$ cat src/rtl/serial_req_pkg.sv
package serial_req_pkg;
  typedef enum logic [2:0] {
    K_IMM   = 3'b000,
    K_ISO   = 3'b001,
    K_PRI   = 3'b010,
    K_FAIR  = 3'b011,
    K_READ  = 3'b100,
    K_WRITE = 3'b101,
    K_RSV6  = 3'b110,
    K_RSV7  = 3'b111
  } req_kind_e;

  localparam int KIND_W  = 3;
  localparam int SPEED_W = 2;
endpackage

$ cat src/rtl/serial_req_deframer.sv
module serial_req_deframer
  import serial_req_pkg::*;
#(
  parameter int AW = 4,
  parameter int DW = 8
) (
  input  logic                 clk,
  input  logic                 rst_n,
  input  logic                 line_i,
  input  logic                 rx_busy_i,
  output logic                 done_o,
  output req_kind_e            kind_o,
  output logic [3+AW+DW:0]     word_o,
  output logic                 rx_seen_o
);
  localparam int BUS_LEN = KIND_W + SPEED_W + 1;
  localparam int RD_LEN  = KIND_W + AW + 1;
  localparam int WR_LEN  = KIND_W + AW + DW + 1;
  localparam int CW      = $clog2(WR_LEN + 1);

  logic            busy_q, rxs_q;
  logic [CW-1:0]   cnt_q, cnt_nx, need;
  logic [WR_LEN-1:0] sr_q, sr_nx;
  req_kind_e       kind_q;

  assign cnt_nx = cnt_q + 1'b1;
  assign sr_nx  = {sr_q[WR_LEN-2:0], line_i};

  always_comb begin
    if (cnt_q < CW'(KIND_W)) need = CW'(WR_LEN);
    else begin
      unique case (kind_q)
        K_READ:  need = CW'(RD_LEN);
        K_WRITE: need = CW'(WR_LEN);
        default: need = CW'(BUS_LEN);
      endcase
    end
  end

  always_ff @(posedge clk or negedge rst_n) begin
    if (!rst_n) begin
      busy_q    <= 1'b0;
      rxs_q     <= 1'b0;
      cnt_q     <= '0;
      sr_q      <= '0;
      kind_q    <= K_IMM;
      done_o    <= 1'b0;
      kind_o    <= K_IMM;
      word_o    <= '0;
      rx_seen_o <= 1'b0;
    end else begin
      done_o <= 1'b0;
      if (!busy_q) begin
        if (line_i) begin
          busy_q <= 1'b1;
          cnt_q  <= '0;
          sr_q   <= '0;
          rxs_q  <= rx_busy_i;
        end
      end else begin
        sr_q  <= sr_nx;
        rxs_q <= rxs_q | rx_busy_i;
        if (cnt_q == CW'(KIND_W - 1)) kind_q <= req_kind_e'({sr_q[1:0], line_i});
        if (cnt_nx == need) begin
          busy_q    <= 1'b0;
          done_o    <= 1'b1;
          kind_o    <= kind_q;
          word_o    <= sr_nx;
          rx_seen_o <= rxs_q | rx_busy_i;
        end else begin
          cnt_q <= cnt_nx;
        end
      end
    end
  end
endmodule

$ cat src/rtl/serial_req_regfile.sv
module serial_req_regfile #(
  parameter int AW        = 4,
  parameter int DW        = 8,
  parameter int INT_ADDR  = 6,
  parameter int PWR_BIT   = 1,
  parameter int LOOP_BIT  = 0,
  parameter int SRST_ADDR = 9,
  parameter int SRST_BIT  = 7
) (
  input  logic          clk,
  input  logic          rst_n,
  input  logic          we_i,
  input  logic [AW-1:0] waddr_i,
  input  logic [DW-1:0] wdata_i,
  input  logic [AW-1:0] raddr_i,
  input  logic          pwr_cause_i,
  input  logic          loop_cause_i,
  input  logic          short_mode_i,
  output logic [DW-1:0] rdata_o,
  output logic [1:0]    int_bits_o,
  output logic          srst_pulse_o
);
  localparam int NREG = 1 << AW;

  logic [DW-1:0] rows [NREG];

  for (genvar i = 0; i < NREG; i++) begin : g_reg
    logic [DW-1:0] q, nxt;
    logic          hit;
    assign hit = we_i && (waddr_i == AW'(i));

    always_comb begin
      nxt = q;
      if (hit) nxt = wdata_i;
      if (i == INT_ADDR) begin
        nxt[PWR_BIT]  = pwr_cause_i  | (q[PWR_BIT]  & (!hit | wdata_i[PWR_BIT]));
        nxt[LOOP_BIT] = loop_cause_i | (q[LOOP_BIT] & (!hit | wdata_i[LOOP_BIT]));
      end
      if (i == SRST_ADDR) nxt[SRST_BIT] = 1'b0;
    end

    always_ff @(posedge clk or negedge rst_n) begin
      if (!rst_n) q <= '0;
      else        q <= nxt;
    end

    assign rows[i] = q;
  end

  assign rdata_o      = rows[raddr_i];
  assign int_bits_o   = {rows[INT_ADDR][PWR_BIT], rows[INT_ADDR][LOOP_BIT]};
  assign srst_pulse_o = we_i && (waddr_i == AW'(SRST_ADDR)) &&
                        wdata_i[SRST_BIT] && short_mode_i;
endmodule

$ cat src/rtl/serial_req_decoder.sv
module serial_req_decoder
  import serial_req_pkg::*;
#(
  parameter int AW = 4,
  parameter int DW = 8
) (
  input  logic          clk,
  input  logic          rst_n,
  input  logic          req_line,
  input  logic          rx_busy,
  input  logic          cable_pwr_low,
  input  logic          loop_timeout,
  input  logic          short_mode,
  output logic          breq_valid,
  input  logic          breq_ready,
  output logic [2:0]    breq_kind,
  output logic [1:0]    breq_speed,
  output logic          rd_valid,
  input  logic          rd_ready,
  output logic [AW-1:0] rd_addr,
  output logic [DW-1:0] rd_data,
  output logic          srst_pulse,
  output logic          frm_err
);
  localparam int WR_LEN = KIND_W + AW + DW + 1;

  logic              done, rx_seen, bad, fire, drop, is_bus;
  req_kind_e         kind;
  logic [WR_LEN-1:0] word;
  logic [1:0]        int_bits;

  serial_req_deframer #(.AW(AW), .DW(DW)) u_deframer (
    .clk(clk), .rst_n(rst_n), .line_i(req_line), .rx_busy_i(rx_busy),
    .done_o(done), .kind_o(kind), .word_o(word), .rx_seen_o(rx_seen)
  );

  assign bad    = word[0] || (kind == K_RSV6) || (kind == K_RSV7);
  assign fire   = done && !bad;
  assign is_bus = (kind == K_IMM) || (kind == K_ISO) || (kind == K_PRI) || (kind == K_FAIR);
  assign drop   = rx_seen && ((kind == K_PRI) || (kind == K_FAIR));
  assign frm_err = done && bad;

  always_ff @(posedge clk or negedge rst_n) begin
    if (!rst_n) begin
      breq_valid <= 1'b0;
      breq_kind  <= '0;
      breq_speed <= '0;
      rd_valid   <= 1'b0;
      rd_addr    <= '0;
    end else begin
      if (fire && is_bus && !drop) begin
        breq_valid <= 1'b1;
        breq_kind  <= kind;
        breq_speed <= word[SPEED_W:1];
      end else if (breq_ready) begin
        breq_valid <= 1'b0;
      end
      if (fire && kind == K_READ) begin
        rd_valid <= 1'b1;
        rd_addr  <= word[AW:1];
      end else if (rd_ready) begin
        rd_valid <= 1'b0;
      end
    end
  end

  serial_req_regfile #(.AW(AW), .DW(DW)) u_regfile (
    .clk(clk), .rst_n(rst_n),
    .we_i(fire && kind == K_WRITE),
    .waddr_i(word[AW+DW:DW+1]),
    .wdata_i(word[DW:1]),
    .raddr_i(rd_addr),
    .pwr_cause_i(cable_pwr_low),
    .loop_cause_i(loop_timeout),
    .short_mode_i(short_mode),
    .rdata_o(rd_data),
    .int_bits_o(int_bits),
    .srst_pulse_o(srst_pulse)
  );
endmodule

$ cat config.mk
export PLATFORM = sky130hd
export DESIGN_NAME = serial_req_decoder
export DESIGN_NICKNAME = d
export VERILOG_FILES = /design/src/rtl/serial_req_pkg.sv /design/src/rtl/serial_req_deframer.sv /design/src/rtl/serial_req_regfile.sv /design/src/rtl/serial_req_decoder.sv
export SDC_FILE = /design/constraint.sdc
export NUM_CORES = 1
export LEC_CHECK = 0
export ABC_CLOCK_PERIOD_IN_PS = 8200
export CAP_MARGIN = 20
export CORE_UTILIZATION = 40
export CTS_BUF_LIST = sky130_fd_sc_hd__clkbuf_16
export CTS_CLUSTER_SIZE = 28
export DETAILED_ROUTE_END_ITERATION = 7
export SYNTH_ARGS = -nofsm -noshare
export SYNTH_HDL_FRONTEND = slang
export SYNTH_SLANG_ARGS = --single-unit
$ cat constraint.sdc
create_clock -name clk -period 8.2 [get_ports clk]
set_input_delay 2.46 -clock clk [delete_from_list [all_inputs] [get_ports clk]]
set_output_delay 2.46 -clock clk [all_outputs]
set_load 0.03 [all_outputs]
==> flow_metrics.tcl, run 1 <==
set metrics [dict create \
    rr_worst_depth 7 \
    largest_family_of_logic_cells_by_synthesized_area "multiplexers" \
    post_synth_xor_area_fraction_pct 0.326 \
    area_fraction_in_compound_gates_after_synthesis_pct 2.67 \
    netlist_top_cells_area "sky130_fd_sc_hd__dfrtp_1, sky130_fd_sc_hd__mux2_2, sky130_fd_sc_hd__mux4_2" \
    die-height_um 144 \
    cp.arrival_ns 3.72 \
    power_frac_seq_pct 48.3 \
    htreeDepth 4 \
    synth.area.mux_share_pct 33.2 \
    cts_made_buffers 17 \
    numPortBuffers 29 \
    final_hold_viol_count 0 \
    min_path_type "register to register" \
    synth-edff-count 0 \
    grt_antenna_before_repair 0 \
    ioPinCount 30 \
    worst_hold_startpoint "breq_kind[2]" \
    rr_endpoint "u_deframer.word_o[2]" \
    final_nets 577 \
    post_synth.cell_area_avg_um2 14.9 \
    synth.cell_area_um2 8050 \
    min_delay_path_depth 1 \
    cts-resized-gates 0 \
    detailed_route_vias_per_instance 5.34 \
    grt_max_degree 110 \
    cts.path.max_buffers 2 \
    synth-main-ff-cell "sky130_fd_sc_hd__dfrtp_1" \
    final_max_slew_viol_count 0 \
    p_per_area_nw_per_um2 276 \
    power.clock.fraction_pct 32.2 \
    fin_crit_sh_pct 75.3 \
    mappedNetlistNets 550 \
    clk_sinks 178 \
    detail_route.first_pass.iterations 5 \
    power_w 0.00254 \
    yosys.cell_count.top_type "sky130_fd_sc_hd__dfrtp_1" \
    synth_largest_type_area_fraction_pct 55.3 \
    detailroute.via_count 4508 \
    worst_ir_drop_vdd_uv 180 \
    critPathCaptureType "output pin" \
    place.gp.congestion 0.823 \
    global_route_usage_sum_pct 18.2 \
    max_clock_skew_ns 0.00759 \
    remaining_drc_errors 0 \
    cts_hold_buffers 0 \
    fin_util_pct 47.1 \
    comb_power_share_pct 19.5 \
    switching_share_pct 32.4 \
    crit_type "primary input to output pin" \
    maxCapViolations 0 \
    synth-simple-area-share_pct 6.06 \
    placeableCoreArea_um2 19600 \
    drt.antenna.violating_nets 0 \
    floorplan.initialDensity_pct 41.1 \
    drive_gt1_share_pct 42.3 \
    worst-r2r-setup-slack_ns 5.11 \
    routed_wirelength_um 17000 \
    total_leakage_power_nw 4.21 \
    finalHoldWorstSlack_ns 0.498 \
    routed_wire_length_per_instance_um 20.1 \
    final_period_minus_worst_setup_slack_ns 6.18 \
    gr-total-overflow 0 \
    max_clock_freq_ghz 0.162 \
    num_antenna_cells 0 \
    worstMarginPinSlew_ns 1.06 \
    rsz_0062_raised_after_global_routing "no" \
    yosysSeqAreaShare_pct 55.3 \
    p_sw_w 0.000824 \
    worst_setup_hold_path_clk_slew_ns 0.06 \
    critical_path_peak_fanout 1 \
    yosys.area_share.adder_pct 0.311 \
    synthTopCellsByCount "sky130_fd_sc_hd__dfrtp_1, sky130_fd_sc_hd__mux2_2, sky130_fd_sc_hd__mux4_2" \
    syn-instance-count 539 \
    detailedRoute.firstIterationViolations 207 \
    critPathRequiredTime_ns 5.74 \
    dieArea_um2 20700 \
    ys_types 40 \
    post-cts-setup-buffer-count 0 \
    fp-row-count 51 \
    tritoncts "done" \
    setup.worst_path.start_class "primary input" \
    timing.setup.tns_ns 0 \
    slew_headroom_pct 29.3 \
    synth_top_area_cell "sky130_fd_sc_hd__dfrtp_1" \
    vias_in_the_first_global_route 4741 \
    ys_seq_elements 178 \
    detailedPlacementHpwl_um 10800 \
    synth-async-reset-ratio_pct 100 \
    hold_path_end "breq_kind[2]" \
    outcome "completed" \
    clock_tree.root_cell "sky130_fd_sc_hd__clkbuf_16" \
    clock_insertion_delay_worst_skew_ns 0.43 \
    fillCellCount 1720 \
    yosys_warn_count 0 \
    internal_power_w 0.00172 \
    critical_path.reg2reg.startpoint "u_deframer.cnt_q[0]" \
    grt_first_pass_wirelength_um 27300 \
    area_growth_syn_to_layout_pct 14.6 \
    setup_viol 0 \
    die_width_um 144 \
]
## state kept, by name (all words and copies together), names as in the netlist
| name | count |
|---|---|
| u_regfile.g.q | 127 |
| u_deframer.kind_q | 3 |
| u_deframer.word_o | 13 |
| u_deframer.cnt_q | 5 |
| u_deframer.kind_o | 3 |
| breq_speed | 2 |
| u_deframer.sr_q | 12 |
| breq_kind | 3 |
| u_deframer.rxs_q | 1 |
| u_deframer.done_o | 1 |
| breq_valid | 1 |
| rd_valid | 1 |
| u_deframer.rx_seen_o | 1 |
| u_deframer.busy_q | 1 |
| rd_addr | 4 |
## critical path, cell delays in order
cell                              delay (ns)
sky130_fd_sc_hd__clkdlybuf4s50_1        0.44
sky130_fd_sc_hd__and3_1                 0.14
sky130_fd_sc_hd__clkdlybuf4s50_1        0.68
## power by group through the flow
stage,registers [W],logic (W),clock network (W)
floorplan,0.00110,0.000484,0
CTS,0.00123,0.000505,0.000836
global placement,0.00124,0.000485,0
finish,0.00123,0.000497,0.000819
detailed placement,0.00125,0.000502,0
global route,0.00126,0.000548,0.000869
## metal layers
metal  routed length (µm)  vias up  global-route usage (%)
met5                    0        -                       0
met4                  171        0                    5.32
met3                  357       14                    4.00
met2                 8940       45                    30.6
met1                 7510     2423                    23.6
li1                     -     2026                       -
## cells by family after synthesis
| family | after synthesis |
|---|---|
| muxes | 196 |
| DFF | 178 |
| and+or+nand+nor | 91 |
| buffers and inverters | 37 |
| AOI/OAI and AO/OA | 32 |
| xor gates and xnor gates | 3 |
| adders and majority gates | 2 |
## cell usage in the layout, fill, tap and decap left out, types with 4 or more instances in the layout
cell and instances:
sky130_fd_sc_hd__dfrtp_1 176, sky130_fd_sc_hd__mux2_2 145, sky130_fd_sc_hd__mux4_2 39, sky130_fd_sc_hd__nand2_1 34
sky130_fd_sc_hd__clkdlybuf4s50_1 28, sky130_fd_sc_hd__o21ai_0 17, sky130_fd_sc_hd__clkbuf_16 17, sky130_fd_sc_hd__nor2_1 12
sky130_fd_sc_hd__nand3_1 10, sky130_fd_sc_hd__mux2_4 8, sky130_fd_sc_hd__inv_1 6, sky130_fd_sc_hd__a21oi_1 6
sky130_fd_sc_hd__nor2b_1 6, sky130_fd_sc_hd__buf_4 6, sky130_fd_sc_hd__nor3_1 5, sky130_fd_sc_hd__nand2b_1 5
sky130_fd_sc_hd__mux2i_1 4, sky130_fd_sc_hd__nor3_2 4, sky130_fd_sc_hd__or3_1 4, sky130_fd_sc_hd__clkinv_2 4
sky130_fd_sc_hd__buf_6 4
## metrics by stage
stage	area, µm²	std cells	worst slack (ns)
after floorplan	8050	539	2.97
after detailed placement	8610	811	2.02
after global routing	9220	844	2.00
final	9220	844	2.02
after CTS	9200	843	2.02
after global placement	8570	808	2.01
## worst max path at each step
| stage | start | end | slack [ns] | depth (start not counted) |
|---|---|---|---|---|
| detailed placement | short_mode | srst_pulse | 2.02 | 3 |
| global route | short_mode | srst_pulse | 2.00 | 3 |
| CTS | short_mode | srst_pulse | 2.02 | 3 |
| global placement | short_mode | srst_pulse | 2.01 | 3 |
| finish | short_mode | srst_pulse | 2.02 | 3 |
| floorplan | short_mode | srst_pulse | 2.97 | 1 |
## final cells by class
cell class	instances	area [µm²]	area share, %
Sequential cell	178	4460	48.3
Inverter	6	22.5	0.244
Clock inverter	15	164	1.78
Clock buffer	17	425	4.61
Multi-Input combinational cell	324	3430	37.1
Tap cell	265	332	3.59
Timing Repair Buffer	39	398	4.31
(Power assumes the default switching activity.)
==> inputs of run 2 (changes only) <==
Settings changed: ABC_CLOCK_PERIOD_IN_PS 8200 to 5500.
Clock period 8.2 ns to 5.5 ns, I/O delays scaled along.
==> run 2 against run 1 <==
- critical path depth grew 1
- clock skew grew 0.0048 ns
- final cell count grew 0.24%
- die area is the same
- combinational power grew 58%
- wire length is essentially flat
- sequential share of layout area shrank 0.086 points
- largest power group unchanged
==> flow_metrics.tcl, run 2 (synthesis results as in run 1) <==
set metrics [dict create \
    crit_type "register to output pin" \
    grt_antenna_before_repair 0 \
    outcome "completed" \
    numPortBuffers 29 \
    clk_sinks 178 \
    cts_hold_buffers 0 \
    final_hold_viol_count 0 \
    min_path_type "register to register" \
    worst_ir_drop_vdd_uv 320 \
    p_sw_w 0.00121 \
    critPathRequiredTime_ns 3.85 \
    clock_insertion_delay_worst_skew_ns 0.42 \
    p_per_area_nw_per_um2 409 \
    global_route_usage_sum_pct 18.4 \
    setup_viol 0 \
    rsz_0062_raised_after_global_routing "no" \
    fin_crit_sh_pct 85.0 \
    ioPinCount 30 \
    htreeDepth 4 \
    post-cts-setup-buffer-count 0 \
    detailed_route_vias_per_instance 5.38 \
    detailedPlacementHpwl_um 11100 \
    detailroute.via_count 4551 \
    area.sequential_um2 4460 \
    detailedRoute.firstIterationViolations 233 \
    largest_register_ff_count 127 \
    maxCapViolations 0 \
    top_register "u_regfile.g.q" \
    worstMarginPinSlew_ns 1.02 \
    final_period_minus_worst_setup_slack_ns 4.68 \
    total_leakage_power_nw 4.22 \
    dieArea_um2 20700 \
    tritoncts "done" \
    detail_route.first_pass.iterations 7 \
    comb_power_share_pct 20.8 \
    final_nets 579 \
    cp.arrival_ns 3.03 \
    max_clock_skew_ns 0.0124 \
    routed_wire_length_per_instance_um 20.1 \
    internal_power_w 0.00257 \
    die-height_um 144 \
    cts_made_buffers 17 \
    top_library_cells_by_usage_in_the_layout_fill_and_taps_aside "sky130_fd_sc_hd__dfrtp_1, sky130_fd_sc_hd__mux2_2, sky130_fd_sc_hd__mux4_2, sky130_fd_sc_hd__nand2_1, sky130_fd_sc_hd__clkdlybuf4s50_1" \
    num_antenna_cells 0 \
    place.gp.congestion 0.818 \
    placeableCoreArea_um2 19600 \
    grt_first_pass_wirelength_um 27800 \
    fillCellCount 1696 \
    detailedPlace.worstSlack_ns 0.945 \
    cts-resized-gates 0 \
    drt.antenna.violating_nets 0 \
    worst_setup_hold_path_clk_slew_ns 0.06 \
    vias_in_the_first_global_route 4955 \
    remaining_drc_errors 0 \
    critPathCaptureType "output pin" \
    cts.path.max_buffers 2 \
    reg.largest.list "u_regfile.g.q x127, u_deframer.word_o x13, u_deframer.sr_q x12" \
    critical_path_peak_fanout 24 \
    clock_tree.root_cell "sky130_fd_sc_hd__clkbuf_16" \
    routed_wirelength_um 17000 \
    final_max_slew_viol_count 0 \
    multi_input_comb_area_um2 3430 \
    slew_headroom_pct 31.8 \
    die_width_um 144 \
    fin_ws_ns 0.825 \
    switching_share_pct 32.0 \
    timing.setup.tns_ns 0 \
    finalHoldWorstSlack_ns 0.487 \
    gr-total-overflow 0 \
    fp-row-count 51 \
    setup.worst_path.start_class "register" \
    power_frac_seq_pct 47.8 \
    grt_max_degree 106 \
    power.clock.fraction_pct 31.3 \
    layout.cells.most_common "sky130_fd_sc_hd__dfrtp_1" \
    drive_gt1_share_pct 41.5 \
    max_clock_freq_ghz 0.214 \
    area_growth_syn_to_layout_pct 14.8 \
    floorplan.initialDensity_pct 41.1 \
]
==> run 2: worst paths after layout <==
check / startpoint / end / slack, ns / cells after the start
worst min-delay path: rd_valid / rd_valid / 0.49 / 1
worst max register to register: u_deframer.cnt_q[0] / u_deframer.word_o[5] / 2.44 / 7
min in group asynchronous: rst_n / u_deframer.rx_seen_o / 1.33 / 1
worst min register to register: rd_valid / rd_valid / 0.49 / 1
max in group asynchronous: rst_n / u_regfile.g_reg[8].q[5] / 3.24 / 2
worst max-delay path: rd_addr[0] / rd_data[7] / 0.82 / 4
==> run 2: critical path, stage by stage, from the launching register on <==
cell	delay [ns]
sky130_fd_sc_hd__dfrtp_2	0.65
sky130_fd_sc_hd__buf_12	0.28
sky130_fd_sc_hd__mux4_2	0.53
sky130_fd_sc_hd__mux4_2	0.51
sky130_fd_sc_hd__clkdlybuf4s50_1	0.61
==> run 2: per-stage QoR <==
step	area, µm²	util, %	std cells	total power [W]
after floorplan	8050	-	539	0.00236
after global placement	8640	44.1	812	0.00258
after detailed placement	8660	44.2	814	0.00263
after CTS	9240	47.2	846	0.00382
after global routing	9240	47.2	846	0.00398
final	9240	47.2	846	0.00378
==> run 2: per-layer routing <==
metal / wire (µm) / track usage [%] / vias to the layer above
met2: 8630 / 30.5 / 58
met1: 7650 / 24.3 / 2440
met3: 553 / 3.97 / 8
met5: 0 / 0 / -
met4: 146 / 5.04 / 0
li1: - / - / 2045
==> run 2: power groups by stage <==
stage / combinational (W) / sequential (W) / clock, W
after global routing: 0.000861 / 0.00185 / 0.00127
after detailed placement: 0.000794 / 0.00183 / 0
after floorplan: 0.000721 / 0.00164 / 0
after CTS: 0.000799 / 0.00181 / 0.00121
final: 0.000786 / 0.00181 / 0.00118
after global placement: 0.000768 / 0.00182 / 0
==> run 2: final cells by class <==
type	instances	area share (%)
clock inverters	15	1.63
well taps	265	3.59
repair buffers	41	4.62
clock buffers	17	4.61
flip-flops and latches	178	48.2
multi-input cells	324	37.1
inverters	6	0.244
